$ cat src/rtl/rect_pkg.sv
package rect_pkg;

    typedef enum logic [2:0] {
        OP_NONE  = 3'd0,
        OP_COPY  = 3'd1,
        OP_BRUSH = 3'd2,
        OP_BLACK = 3'd3,
        OP_WHITE = 3'd4
    } op_e;

    typedef enum logic [1:0] {
        ST_IDLE  = 2'd0,
        ST_CALC  = 2'd1,
        ST_READ  = 2'd2,
        ST_WRITE = 2'd3
    } st_e;

    localparam logic [7:0] ROP_COPY  = 8'hCC;
    localparam logic [7:0] ROP_BRUSH = 8'hF0;
    localparam logic [7:0] ROP_BLACK = 8'h00;
    localparam logic [7:0] ROP_WHITE = 8'hFF;

    // Bits per pixel for a data-type code; zero marks an unknown code.
    function automatic logic [5:0] bpp_of(input logic [3:0] code);
        case (code)
            4'd2:       return 6'd8;
            4'd3, 4'd4: return 6'd16;
            4'd5:       return 6'd24;
            4'd6:       return 6'd32;
            default:    return 6'd0;
        endcase
    endfunction

endpackage

$ cat src/rtl/rect_decode.sv
module rect_decode
    import rect_pkg::*;
(
    input  logic [7:0]  rop,
    input  logic [3:0]  dtype,
    input  logic [31:0] brush,
    input  logic [23:0] blk_rgb,
    input  logic [23:0] wht_rgb,
    output op_e         op,
    output logic [5:0]  bpp,
    output logic [31:0] fill
);

    always_comb begin
        case (rop)
            ROP_COPY:  op = OP_COPY;
            ROP_BRUSH: op = OP_BRUSH;
            ROP_BLACK: op = OP_BLACK;
            ROP_WHITE: op = OP_WHITE;
            default:   op = OP_NONE;
        endcase
    end

    assign bpp = bpp_of(dtype);

    always_comb begin
        case (op)
            OP_BRUSH: fill = {brush[7:0], brush[15:8], brush[23:16], brush[31:24]};
            OP_BLACK: fill = {blk_rgb, 8'hFF};
            OP_WHITE: fill = {wht_rgb, 8'hFF};
            default:  fill = 32'd0;
        endcase
    end

endmodule

$ cat src/rtl/rect_bounds.sv
module rect_bounds #(
    parameter int MEM_WORDS = 4096,
    parameter int OFS_W     = 20,
    parameter int COORD_W   = 12,
    parameter int PITCH_W   = 14,
    parameter int DISP_W    = 27,
    parameter int ADDR_W    = $clog2(MEM_WORDS),
    parameter int EXT_W     = 64
) (
    input  logic [OFS_W-1:0]   base,
    input  logic [DISP_W-1:0]  disp,
    input  logic               pix_mode,
    input  logic [PITCH_W-1:0] pitch,
    input  logic [5:0]         bpp,
    input  logic [COORD_W-1:0] org_x,
    input  logic [COORD_W-1:0] org_y,
    input  logic [COORD_W-1:0] rows,
    output logic [ADDR_W-1:0]  first,
    output logic [ADDR_W-1:0]  stride,
    output logic               in_range
);

    logic [EXT_W-1:0] pitch_eff, stride_x, base_eff, first_x, limit_x, mem_x;

    always_comb begin
        mem_x     = EXT_W'(MEM_WORDS);
        pitch_eff = pix_mode ? EXT_W'(pitch) * EXT_W'(bpp) : EXT_W'(pitch);
        stride_x  = pitch_eff >> 2;
        base_eff  = EXT_W'(base) + (pix_mode ? EXT_W'(disp) : '0);
        first_x   = base_eff + EXT_W'(org_y) * stride_x + EXT_W'(org_x);
        limit_x   = base_eff + (EXT_W'(org_y) + EXT_W'(rows)) * stride_x + EXT_W'(org_x);
        in_range  = (base_eff < mem_x) && (limit_x < mem_x);
        first     = first_x[ADDR_W-1:0];
        stride    = stride_x[ADDR_W-1:0];
    end

endmodule

$ cat src/rtl/rect_engine.sv
module rect_engine
    import rect_pkg::*;
#(
    parameter int MEM_WORDS = 4096,
    parameter int OFS_W     = 20,
    parameter int COORD_W   = 12,
    parameter int PITCH_W   = 14,
    parameter int ADDR_W    = $clog2(MEM_WORDS)
) (
    input  logic               clk,
    input  logic               rst_n,
    input  logic               start,
    input  logic [31:0]        mix_ctl,
    input  logic [3:0]         data_type,
    input  logic               pitch_pixels,
    input  logic [31:0]        disp_ofs,
    input  logic [OFS_W-1:0]   src_ofs,
    input  logic [OFS_W-1:0]   dst_ofs,
    input  logic [PITCH_W-1:0] src_pitch,
    input  logic [PITCH_W-1:0] dst_pitch,
    input  logic [COORD_W-1:0] src_x,
    input  logic [COORD_W-1:0] src_y,
    input  logic [COORD_W-1:0] dst_x,
    input  logic [COORD_W-1:0] dst_y,
    input  logic [COORD_W-1:0] width,
    input  logic [COORD_W-1:0] height,
    input  logic [31:0]        brush_fg,
    input  logic [23:0]        pal_black,
    input  logic [23:0]        pal_white,
    output logic [ADDR_W-1:0]  mem_addr,
    output logic               mem_re,
    output logic               mem_we,
    output logic [31:0]        mem_wdata,
    input  logic [31:0]        mem_rdata,
    output logic               busy,
    output logic               done,
    output logic               err,
    output logic [COORD_W-1:0] new_dst_x,
    output logic [COORD_W-1:0] new_dst_y
);

    localparam int DISP_W = 27;
    localparam int BIG_W  = (OFS_W > DISP_W) ? OFS_W : DISP_W;
    localparam int EXT_W  = BIG_W + COORD_W + PITCH_W + 9;

    typedef struct packed {
        logic [7:0]         rop;
        logic [3:0]         dtype;
        logic               pix;
        logic [DISP_W-1:0]  disp;
        logic [OFS_W-1:0]   sofs;
        logic [OFS_W-1:0]   dofs;
        logic [PITCH_W-1:0] sp;
        logic [PITCH_W-1:0] dp;
        logic [COORD_W-1:0] sx;
        logic [COORD_W-1:0] sy;
        logic [COORD_W-1:0] dx;
        logic [COORD_W-1:0] dy;
        logic [COORD_W-1:0] w;
        logic [COORD_W-1:0] h;
        logic [31:0]        brush;
        logic [23:0]        blk;
        logic [23:0]        wht;
    } cfg_t;

    typedef struct packed {
        st_e                st;
        logic               done;
        logic               err;
        cfg_t               cfg;
        logic [ADDR_W-1:0]  srow;
        logic [ADDR_W-1:0]  drow;
        logic [COORD_W-1:0] col;
        logic [COORD_W-1:0] row;
        logic [COORD_W-1:0] ox;
        logic [COORD_W-1:0] oy;
    } state_t;

    state_t s_q, s_d;

    // Bits of the operand words that play no part in the engine.
    logic unused_bits;
    assign unused_bits = ^{mix_ctl[31:24], mix_ctl[15:0], disp_ofs[31:27]};

    // ---------------- decode of the latched operands ----------------
    op_e         op;
    logic [5:0]  bpp;
    logic [31:0] fill;

    rect_decode u_dec (
        .rop     (s_q.cfg.rop),
        .dtype   (s_q.cfg.dtype),
        .brush   (s_q.cfg.brush),
        .blk_rgb (s_q.cfg.blk),
        .wht_rgb (s_q.cfg.wht),
        .op      (op),
        .bpp     (bpp),
        .fill    (fill)
    );

    // ---------------- address bases and range checks ----------------
    logic [ADDR_W-1:0] src_first, dst_first, src_stride, dst_stride;
    logic              src_ok, dst_ok;

    rect_bounds #(
        .MEM_WORDS (MEM_WORDS), .OFS_W (OFS_W), .COORD_W (COORD_W),
        .PITCH_W (PITCH_W), .DISP_W (DISP_W), .ADDR_W (ADDR_W), .EXT_W (EXT_W)
    ) u_src_bnd (
        .base     (s_q.cfg.sofs),
        .disp     (s_q.cfg.disp),
        .pix_mode (s_q.cfg.pix),
        .pitch    (s_q.cfg.sp),
        .bpp      (bpp),
        .org_x    (s_q.cfg.sx),
        .org_y    (s_q.cfg.sy),
        .rows     (s_q.cfg.h),
        .first    (src_first),
        .stride   (src_stride),
        .in_range (src_ok)
    );

    rect_bounds #(
        .MEM_WORDS (MEM_WORDS), .OFS_W (OFS_W), .COORD_W (COORD_W),
        .PITCH_W (PITCH_W), .DISP_W (DISP_W), .ADDR_W (ADDR_W), .EXT_W (EXT_W)
    ) u_dst_bnd (
        .base     (s_q.cfg.dofs),
        .disp     (s_q.cfg.disp),
        .pix_mode (s_q.cfg.pix),
        .pitch    (s_q.cfg.dp),
        .bpp      (bpp),
        .org_x    (s_q.cfg.dx),
        .org_y    (s_q.cfg.dy),
        .rows     (s_q.cfg.h),
        .first    (dst_first),
        .stride   (dst_stride),
        .in_range (dst_ok)
    );

    // ---------------- next-state logic ----------------
    logic is_copy, refuse, empty, last_col, last_row;

    always_comb begin
        is_copy  = (op == OP_COPY);
        refuse   = (op == OP_NONE) || (bpp == 6'd0) || !dst_ok || (is_copy && !src_ok);
        empty    = (s_q.cfg.w == '0) || (s_q.cfg.h == '0);
        last_col = (s_q.col == s_q.cfg.w - 1'b1);
        last_row = (s_q.row == s_q.cfg.h - 1'b1);

        s_d      = s_q;
        s_d.done = 1'b0;

        case (s_q.st)
            ST_IDLE: begin
                if (start) begin
                    s_d.st        = ST_CALC;
                    s_d.err       = 1'b0;
                    s_d.cfg.rop   = mix_ctl[23:16];
                    s_d.cfg.dtype = data_type;
                    s_d.cfg.pix   = pitch_pixels;
                    s_d.cfg.disp  = disp_ofs[DISP_W-1:0];
                    s_d.cfg.sofs  = src_ofs;
                    s_d.cfg.dofs  = dst_ofs;
                    s_d.cfg.sp    = src_pitch;
                    s_d.cfg.dp    = dst_pitch;
                    s_d.cfg.sx    = src_x;
                    s_d.cfg.sy    = src_y;
                    s_d.cfg.dx    = dst_x;
                    s_d.cfg.dy    = dst_y;
                    s_d.cfg.w     = width;
                    s_d.cfg.h     = height;
                    s_d.cfg.brush = brush_fg;
                    s_d.cfg.blk   = pal_black;
                    s_d.cfg.wht   = pal_white;
                end
            end
            ST_CALC: begin
                if (refuse) begin
                    s_d.st   = ST_IDLE;
                    s_d.done = 1'b1;
                    s_d.err  = 1'b1;
                    s_d.ox   = s_q.cfg.dx;
                    s_d.oy   = s_q.cfg.dy;
                end else if (empty) begin
                    s_d.st   = ST_IDLE;
                    s_d.done = 1'b1;
                    s_d.ox   = is_copy ? s_q.cfg.dx + s_q.cfg.w : s_q.cfg.dx;
                    s_d.oy   = s_q.cfg.dy + s_q.cfg.h;
                end else begin
                    s_d.st   = is_copy ? ST_READ : ST_WRITE;
                    s_d.srow = src_first;
                    s_d.drow = dst_first;
                    s_d.col  = '0;
                    s_d.row  = '0;
                end
            end
            ST_READ: begin
                s_d.st = ST_WRITE;
            end
            ST_WRITE: begin
                if (last_col && last_row) begin
                    s_d.st   = ST_IDLE;
                    s_d.done = 1'b1;
                    s_d.ox   = is_copy ? s_q.cfg.dx + s_q.cfg.w : s_q.cfg.dx;
                    s_d.oy   = s_q.cfg.dy + s_q.cfg.h;
                end else begin
                    s_d.st = is_copy ? ST_READ : ST_WRITE;
                    if (last_col) begin
                        s_d.col  = '0;
                        s_d.row  = s_q.row + 1'b1;
                        s_d.srow = s_q.srow + src_stride;
                        s_d.drow = s_q.drow + dst_stride;
                    end else begin
                        s_d.col = s_q.col + 1'b1;
                    end
                end
            end
            default: s_d.st = ST_IDLE;
        endcase
    end

    always_ff @(posedge clk or negedge rst_n) begin
        if (!rst_n) s_q <= '0;
        else        s_q <= s_d;
    end

    // ---------------- outputs ----------------
    logic [ADDR_W-1:0] col_a;
    assign col_a     = ADDR_W'(s_q.col);
    assign mem_re    = (s_q.st == ST_READ);
    assign mem_we    = (s_q.st == ST_WRITE);
    assign mem_addr  = mem_re ? s_q.srow + col_a : s_q.drow + col_a;
    assign mem_wdata = is_copy ? mem_rdata : fill;
    assign busy      = (s_q.st != ST_IDLE);
    assign done      = s_q.done;
    assign err       = s_q.err;
    assign new_dst_x = s_q.ox;
    assign new_dst_y = s_q.oy;

    // ---------------- assertions ----------------
    a_r9_done_single: assert property (@(posedge clk) disable iff (!rst_n)
        done |=> !done);

    a_r13_done_ends_busy: assert property (@(posedge clk) disable iff (!rst_n)
        done |-> !busy);

    a_r8_copy_write_follows_read: assert property (@(posedge clk) disable iff (!rst_n)
        (mem_we && is_copy) |-> $past(mem_re));

    a_r7_quiet_when_idle: assert property (@(posedge clk) disable iff (!rst_n)
        !busy |-> !(mem_we || mem_re));

    a_r12_operands_frozen: assert property (@(posedge clk) disable iff (!rst_n)
        (busy && $past(busy)) |-> $stable(s_q.cfg));

    a_r4_palette_low_byte: assert property (@(posedge clk) disable iff (!rst_n)
        (mem_we && (op == OP_BLACK || op == OP_WHITE)) |-> (mem_wdata[7:0] == 8'hFF));

    a_r13_err_holds: assert property (@(posedge clk) disable iff (!rst_n)
        (!busy && !start && !done) |=> $stable(err));

endmodule

$ cat config.mk
export PLATFORM = sky130hd
export DESIGN_NAME = rect_engine
export DESIGN_NICKNAME = d
export VERILOG_FILES = /design/src/rtl/rect_pkg.sv /design/src/rtl/rect_decode.sv /design/src/rtl/rect_bounds.sv /design/src/rtl/rect_engine.sv
export SDC_FILE = /design/constraint.sdc
export NUM_CORES = 2
export LEC_CHECK = 0
export ABC_AREA = 1
export ABC_CLOCK_PERIOD_IN_PS = 10050
export BUFFER_PORTS_ARGS = -buffer_cell sky130_fd_sc_hd__buf_4
export CORE_ASPECT_RATIO = 0.7
export CORE_UTILIZATION = 52
export CTS_CLUSTER_DIAMETER = 150
export DETAILED_ROUTE_END_ITERATION = 10
export GPL_ROUTABILITY_DRIVEN = 0
export HOLD_SLACK_MARGIN = 0.08
export PLACE_DENSITY = 0.73
export SETUP_SLACK_MARGIN = 0.2
export SLEW_MARGIN = 20
export SYNTH_ARGS = -nofsm -noshare
export SYNTH_HDL_FRONTEND = slang
export SYNTH_HIERARCHICAL = 1
export SYNTH_SLANG_ARGS = --single-unit
$ cat constraint.sdc
create_clock -name clk -period 10.05 [get_ports clk]
set_input_delay 2.01 -clock clk [delete_from_list [all_inputs] [get_ports clk]]
set_output_delay 2.01 -clock clk [all_outputs]
set_load 0.01 [all_outputs]
== Word-level counts from Yosys, hierarchy flattened ==
Index checks and enable logic that the tools add are counted.
W data, S select, Z words.

* Add/subtract/negate cells: 22
* Multipliers: 6
* $lt $le $gt $ge: 4
* Equal/unequal tests: 25
* Multiplexer cells: 31
* Reductions and logical operators: 25

{| class="wikitable"
|+ Operators by type and width
! kind !! number
|-
| $mux W261 || 1
|-
| $lt A62 B13 Y1 const B || 4
|-
| $mux W48 || 3
|-
| $pmux W72 S2 || 1
|-
| $add A62 B12 Y62 || 2
|-
| $add A62 B62 Y62 || 2
|-
| $mul A62 B60 Y62 || 2
|-
| $add A12 B12 Y12 || 10
|-
| $mul A12 B60 Y12 || 2
|-
| $mux W24 || 4
|-
| $pmux W32 S3 || 1
|-
| $add A20 B27 Y28 || 2
|-
| $mux W12 || 4
|-
| $mul A14 B6 Y20 || 2
|-
| $mux W20 || 2
|-
| $mux W32 || 1
|-
| $mux W27 || 1
|-
| $add A12 B12 Y13 || 2
|-
| $add A12 B1 Y12 const B || 2
|-
| $eq A12 B12 Y1 || 2
|-
| $eq A8 B8 Y1 const B || 3
|-
| $logic_not A12 Y1 || 2
|-
| $pmux W6 S4 || 1
|-
| $sub A12 B1 Y12 const B || 2
|-
| 29 further kinds || 55
|}

* Bits in registers: 336
* Input port bits: 324
* Word-level logic and storage cells: 139

== Longest topological paths before layout ==
* Depth in word-level cells: 15
* Mapped depth: 65
* Gate-level depth less buffers: 65

== Modules after synthesis ==
The synthesis kept the hierarchy.

{| class="wikitable"
|+ Modules (own cells, without submodules)
! module !! instances !! cells an instance !! area each (µm²) !! sequential area each (µm²)
|-
| rect_engine || 1 || 2395 || 18096.1 || 8408.1
|-
| rect_bounds at u_dst_bnd || 1 || 2350 || 16618.4 || 0.0
|-
| rect_bounds at u_src_bnd || 1 || 2261 || 16403.2 || 0.0
|-
| rect_decode || 1 || 165 || 847.1 || 0.0
|}

== Least setup slack after synthesis ==
Ideal clock, no wire load.

* Kind: register to register
* Start point: reg s_q[322] (netlist name)
* End point: reg s_q[24] (netlist name)
* Data arrival time: 10.946 ns
* Slack: -0.961 ns
* Stages on the path, launching flop included: 53
* Clock period less this slack: 11.011 ns
* Cells stage by stage: dfrtp_1 > or2_2 > o31ai_1 > clkbuf_1 > nand2_1 > fa_1 > fa_1 > fa_1 > inv_1 > ha_1 > a21oi_1 > nand3_1 > nand3_1 > nand2_1 > a21boi_0 > o21ai_0 > or2_2 > nand3_1 > [17 not listed] > nand2_1 > nand2_1 > nand2_1 > nor2_1 > nand2_1 > nor2_1 > nand3_1 > nor2_1 > nand2_1 > nor2_1 > o31ai_1 > o21ai_0 > nand3_1 > nand2_2 > buf_6 > buf_6 > nand3_2 > nand2_1

* Word-level cells in the longest chain between the ends: 15
* Elaborated cells on any way between the ends: 30
* Those cells by class: 4 x add/sub; 4 x mul; 2 x order compare; 6 x eq/ne; 3 x mux; 11 x reduce/logical

{| class="wikitable"
|+ Ends and longest elaborated chain
! element !! RTL line !! source
|-
| start: declaration || rect_engine.sv:79 || <nowiki>state_t s_q, s_d;</nowiki>
|-
| start signal: assignment || rect_engine.sv:222 || <nowiki>if (!rst_n) s_q <= '0;</nowiki>
|-
| start signal: assignment || rect_engine.sv:223 || <nowiki>else s_q <= s_d;</nowiki>
|-
| $eq A4 B2 Y1 / $eq A4 B3 Y1 (equally long branches) || rect_pkg.sv:25 || <nowiki>case (code)</nowiki>
|-
| $reduce_or A2 Y1 || rect_pkg.sv:25 ||
|-
| $pmux W6 S4 * || rect_pkg.sv:25 ||
|-
| net bpp[3] || rect_engine.sv:87 || <nowiki>logic [5:0] bpp;</nowiki>
|-
| $mul A14 B6 Y20 * || rect_bounds.sv:27 || <nowiki>pitch_eff = pix_mode ? EXT_W'(pitch) * EXT_W'(bpp) : EXT_W'(pitch);</nowiki>
|-
| $mux W20 * || rect_bounds.sv:27 ||
|-
| $mul A62 B60 Y62 * || rect_bounds.sv:31 || <nowiki>limit_x = base_eff + (EXT_W'(org_y) + EXT_W'(rows)) * stride_x + EXT_W'(org_x);</nowiki>
|-
| $add A62 B62 Y62 * || rect_bounds.sv:31 ||
|-
| $add A62 B12 Y62 * || rect_bounds.sv:31 ||
|-
| $lt A62 B13 Y1 * || rect_bounds.sv:32 || <nowiki>in_range = (base_eff < mem_x) && (limit_x < mem_x);</nowiki>
|-
| $logic_and A1 B1 Y1 * || rect_bounds.sv:32 ||
|-
| net dst_ok || rect_engine.sv:103 || <nowiki>logic src_ok, dst_ok;</nowiki>
|-
| $logic_not A1 Y1 * || rect_engine.sv:144 || <nowiki>refuse = (op == OP_NONE) || (bpp == 6'd0) || !dst_ok || (is_copy && !src_ok);</nowiki>
|-
| $logic_or A1 B1 Y1 * (2 in series) || rect_engine.sv:144 ||
|-
| $ne A2 B2 Y1 (no source line) * || - ||
|-
| $reduce_and A5 Y1 (no source line) * || - ||
|}

Mark *: on every way through the listed nets, which the timed path passes. The rest lies on a longest branch.
A chain may end at the register's enable or synchronous reset.

== Worst setup path after layout ==
* Start point: reg s_q[322] (netlist name)
* End point: reg s_q[66] (netlist name)

* Word-level cells in the longest chain between the ends: 15
* Elaborated cells on any way between the ends: 39
* Those cells by class: 7 x add/sub; 5 x mul; 2 x order compare; 6 x eq/ne; 8 x mux; 11 x reduce/logical

{| class="wikitable"
|+ Ends and longest elaborated chain
! element !! RTL line
|-
| $eq A4 B2 Y1 / $eq A4 B3 Y1 (equally long branches) || rect_pkg.sv:25
|-
| $reduce_or A2 Y1 || rect_pkg.sv:25
|-
| $pmux W6 S4 * || rect_pkg.sv:25
|-
| net bpp[3] || rect_engine.sv:87
|-
| $mul A14 B6 Y20 * || rect_bounds.sv:27
|-
| $mux W20 * || rect_bounds.sv:27
|-
| $mul A62 B60 Y62 * || rect_bounds.sv:31
|-
| $add A62 B62 Y62 * || rect_bounds.sv:31
|-
| $add A62 B12 Y62 * || rect_bounds.sv:31
|-
| $lt A62 B13 Y1 * || rect_bounds.sv:32
|-
| $logic_and A1 B1 Y1 * || rect_bounds.sv:32
|-
| net src_ok || rect_engine.sv:103
|-
| $logic_not A1 Y1 * || rect_engine.sv:144
|-
| $logic_and A1 B1 Y1 * || rect_engine.sv:144
|-
| $logic_or A1 B1 Y1 * || rect_engine.sv:144
|-
| $ne A2 B2 Y1 (no source line) * || -
|-
| $reduce_and A5 Y1 (no source line) * || -
|}

Mark *: on every way through the listed nets, which the timed path passes. The rest lies on a longest branch. The select of a mux whose other input is x is not followed.

==> metrics.md <==
| Metric | Value |
|---|---|
| Seq cells post-synth | 336 |
| Largest net degree at the start of global routing | 173 |
| Area growth syn-to-layout | 20.9% |
| Final Max Slew Viols | 0 |
| Detailed placer's ending HPWL | approximately 140 mm |
| Worst r2r dst | s_q[66] |
| Grt ovf | 0 |
| Drt drc | 0 |
| Synth Flop Type | dfrtp_1 |
| Register-to-Register Path Depth | 62 |
| Vias in the first global route | 49.7k |
| Num CTS Buffers | 41 |
| Slew HR | a little under a quarter |
| Crit path time final | 11.51 ns |
| Share of layout cells above drive strength 1 | 17.7% |
| CP required | 10.53 ns |
| Crit path launch | s_q[322] |
| Crit start category | flop |
| Critical Path End Type | flop |
| Hold depth | 2 |
| R2r startpoint | s_q[322] |
| GRT Util Overall | 34.6% |
| RSZ-0062 raised after global routing | true |
| Starting density of the core | 52.8% |
| Setup violators final | between 70 and 80 |
| Max stage delay cell, worst path | fa_1 |
| Vias/cell | 5.41 |
| Port Buffer Count | 367 |
| TritonRoute pass-1 iters | 8 |
| DR iter-0 viols | around 5k |
| Peak fanout along the critical path | 7 |
| # fillers | 8511 |
| Status | finished with violations |
| Drt wl/cell | roughly 19 um |
| Clock transition at path regs | roughly 0.060 ns |
| Hold Path End | new_dst_x[2] |
| Die width | 380 um |
| Avg Synthesized Cell Area | 7.25 um^2 |
| Slowest stage delay, CP | 0.53 ns |
| Failing checks | setup timing |
| Core area | 0.0985 mm^2 |
| Io pins | a little under 400 |
| Initial antenna violation count | 2 |
| Hold Fails Final Rpt | 0 |
| CP Data Arrival Time | 11.99 ns |
| Vias after detailed routing | about 50k |
| Post-synth EDFFs | 0 |
| Syn Inst Count | about 7k |
| # nets final | slightly above 9k |
| Placed cell area | 0.0596 mm^2 |
| Max capacitance violation total | 0 |
| Die height | approximately 270 um |
| # rows | 96 |
| Final WS setup | -1.46 ns |
| Ys Warns | 6 |
| Commonest cells after routing, fill and taps aside | 2310 x nand2_1, 1243 x inv_1, 847 x buf_4 |
| Crit path top cell by count | fa_1 |
| Worst-skew pair later-pin latency | around 0.60 ns |
| Synth Cell Area | about 0.052 mm^2 |
| FMAX | 0.0869 GHz |
| Seq/Total Area, Yosys | between 15 and 20% |
| Final period util | 115% |
| Netlist cell types | between 60 and 70 |
| Total die area | 0.101 mm^2 |
| Hold_sp | new_dst_x[2] |
| Commonest non-fill, non-tap cell in the layout | nand2_1 |
| Cts hold-fix bufs | 0 |
| Async S/R FF share, synth | 100% |
| Clk sinks | 336 |
| Internal reg-to-reg setup slack | -1.46 ns |
| Final Skew | 0.0322 ns |
| Global-route wire length before repair | 275 mm |
| Post-route ant nets | 0 |
| TritonCTS clock tree | yes |
| Maximum clock insertion buffer count | 3 |
| Total wire length | 175 mm |
| Cell area after layout | 0.0628 mm^2 |
| Clock root cell | clkbuf_16 |
| Worst Hold Class | reg2reg |
| CP Class | reg2reg |
| Worst-margin pin slew | 1.15 ns |
| H-tree depth | 2 |
[worst max-delay path, delay by kind of cell, from the launching register on]
kind | cells | cell delay, ns
DFF | 1 | 0.38
buffers and inverters | 12 | 1.20
and+or+nand+nor | 28 | 3.10
adders and majority gates | 11 | 5.06
AOI/OAI and AO/OA | 11 | 1.62
[layer usage]
layer	track usage (%)	share of wire, %	vias up	wire length [um]
met5	0	0.029	-	50
met4	9.46	3.0	8	5270
met3	12.2	14	320	23700
met2	50.6	42	2559	73000
met1	48.3	42	24000	72900
li1	-	-	23300	-
[layout make-up]
| cell class | count | area (um^2) | share of cell area [%] |
|---|---|---|---|
| multi-input combinational | 5329 | 38900 | 62.0 |
| sequential | 336 | 8410 | 13.4 |
| timing repair buffer | 912 | 7580 | 12.1 |
| antenna | 1 | 2.50 | 0.00398 |
| clock buffer | 54 | 1130 | 1.81 |
| clock inverter | 19 | 225 | 0.358 |
| tap | 1323 | 1660 | 2.63 |
| inverter | 1289 | 4870 | 7.76 |
[cell families after synthesis]
group | Yosys count | synth area share (%)
AO/OA/AOI/OAI | 520 | 5.74
XOR/XNOR | 169 | 2.87
adder cells (fa/ha/maj) | 1094 | 35.6
buffers and inverters | 1508 | 11.5
flip-flops | 336 | 16.2
multiplexers | 1 | 0.0193
other | 1 | 0.00722
AND/OR/NAND/NOR | 3542 | 28.1
[registers in the layout, indices dropped and copies added (netlist names)]
name       count
s_q          298
col_a         12
new_dst_x     12
new_dst_y     12
done           1
err            1
[cells in the mapped netlist, types with 4 or more instances]
cell type	instances	area, um^2
or2_1	5	31.3
nor4_1	11	68.8
ha_1	451	5640
o21a_1	4	30.0
and3_1	4	25.0
xnor2_1	61	534
nand2_1	2414	9060
fa_1	643	12900
inv_2	11	41.3
nand2_4	4	45.0
nor2_4	6	67.6
o2111ai_1	5	43.8
xor2_1	107	937
nor2_1	535	2010
buf_4	46	345
buf_2	13	65.1
nand2_2	24	150
nand3_2	39	390
o21ai_0	175	876
or2_2	43	269
nand3b_1	18	135
a221oi_1	5	43.8
a21oi_1	204	1020
a211oi_1	6	45.0
a21boi_0	5	37.5
nor3_1	39	195
nand4_1	43	269
and2_1	5	31.3
o21bai_1	18	135
o31ai_1	9	67.6
inv_1	1262	4740
o21ai_1	8	40.0
o21ai_2	14	123
clkbuf_1	130	488
nand3_1	333	1670
buf_1	15	56.3
a31oi_1	18	113
buf_6	14	158
dfrtp_1	336	8410
a21o_1	26	195
a21oi_2	8	70.1
nor2_2	11	68.8
clkinv_1	16	60.1
[per-stage QoR]
step	setup TNS [ns]	worst slack, ns	hold slack [ns]	std cells	util (%)
floorplan	-0.588	-0.0238	0.443	7173	-
global placement	-105.35	-1.50	0.461	9139	60.5
detailed placement	-114.16	-1.62	0.462	9139	60.5
CTS	-89.77	-1.26	0.476	9243	62.9
global route	-137.98	-1.89	0.497	9262	63.8
finish	-106.17	-1.46	0.470	9263	63.8
[what timing repair did]
action,CTS,global route
setup buffers,22,14
endpoints found under the setup margin,76,76
gates resized for setup,137,205
pin swaps,53,57
cloned,9,5
[how the worst max path moves through the flow]
stage          endpoint  slack [ns]
2_1_floorplan   s_q[24]       -0.02
3_3_place_gp   s_q[334]       -1.50
3_5_place_dp   s_q[334]       -1.62
4_1_cts         s_q[50]       -1.26
5_1_grt         s_q[66]       -1.89
6_report        s_q[66]       -1.46
Power is left out: the tool's default activity adds up to more than one toggle a clock period on the data nets, which glitch-free logic cannot reach.
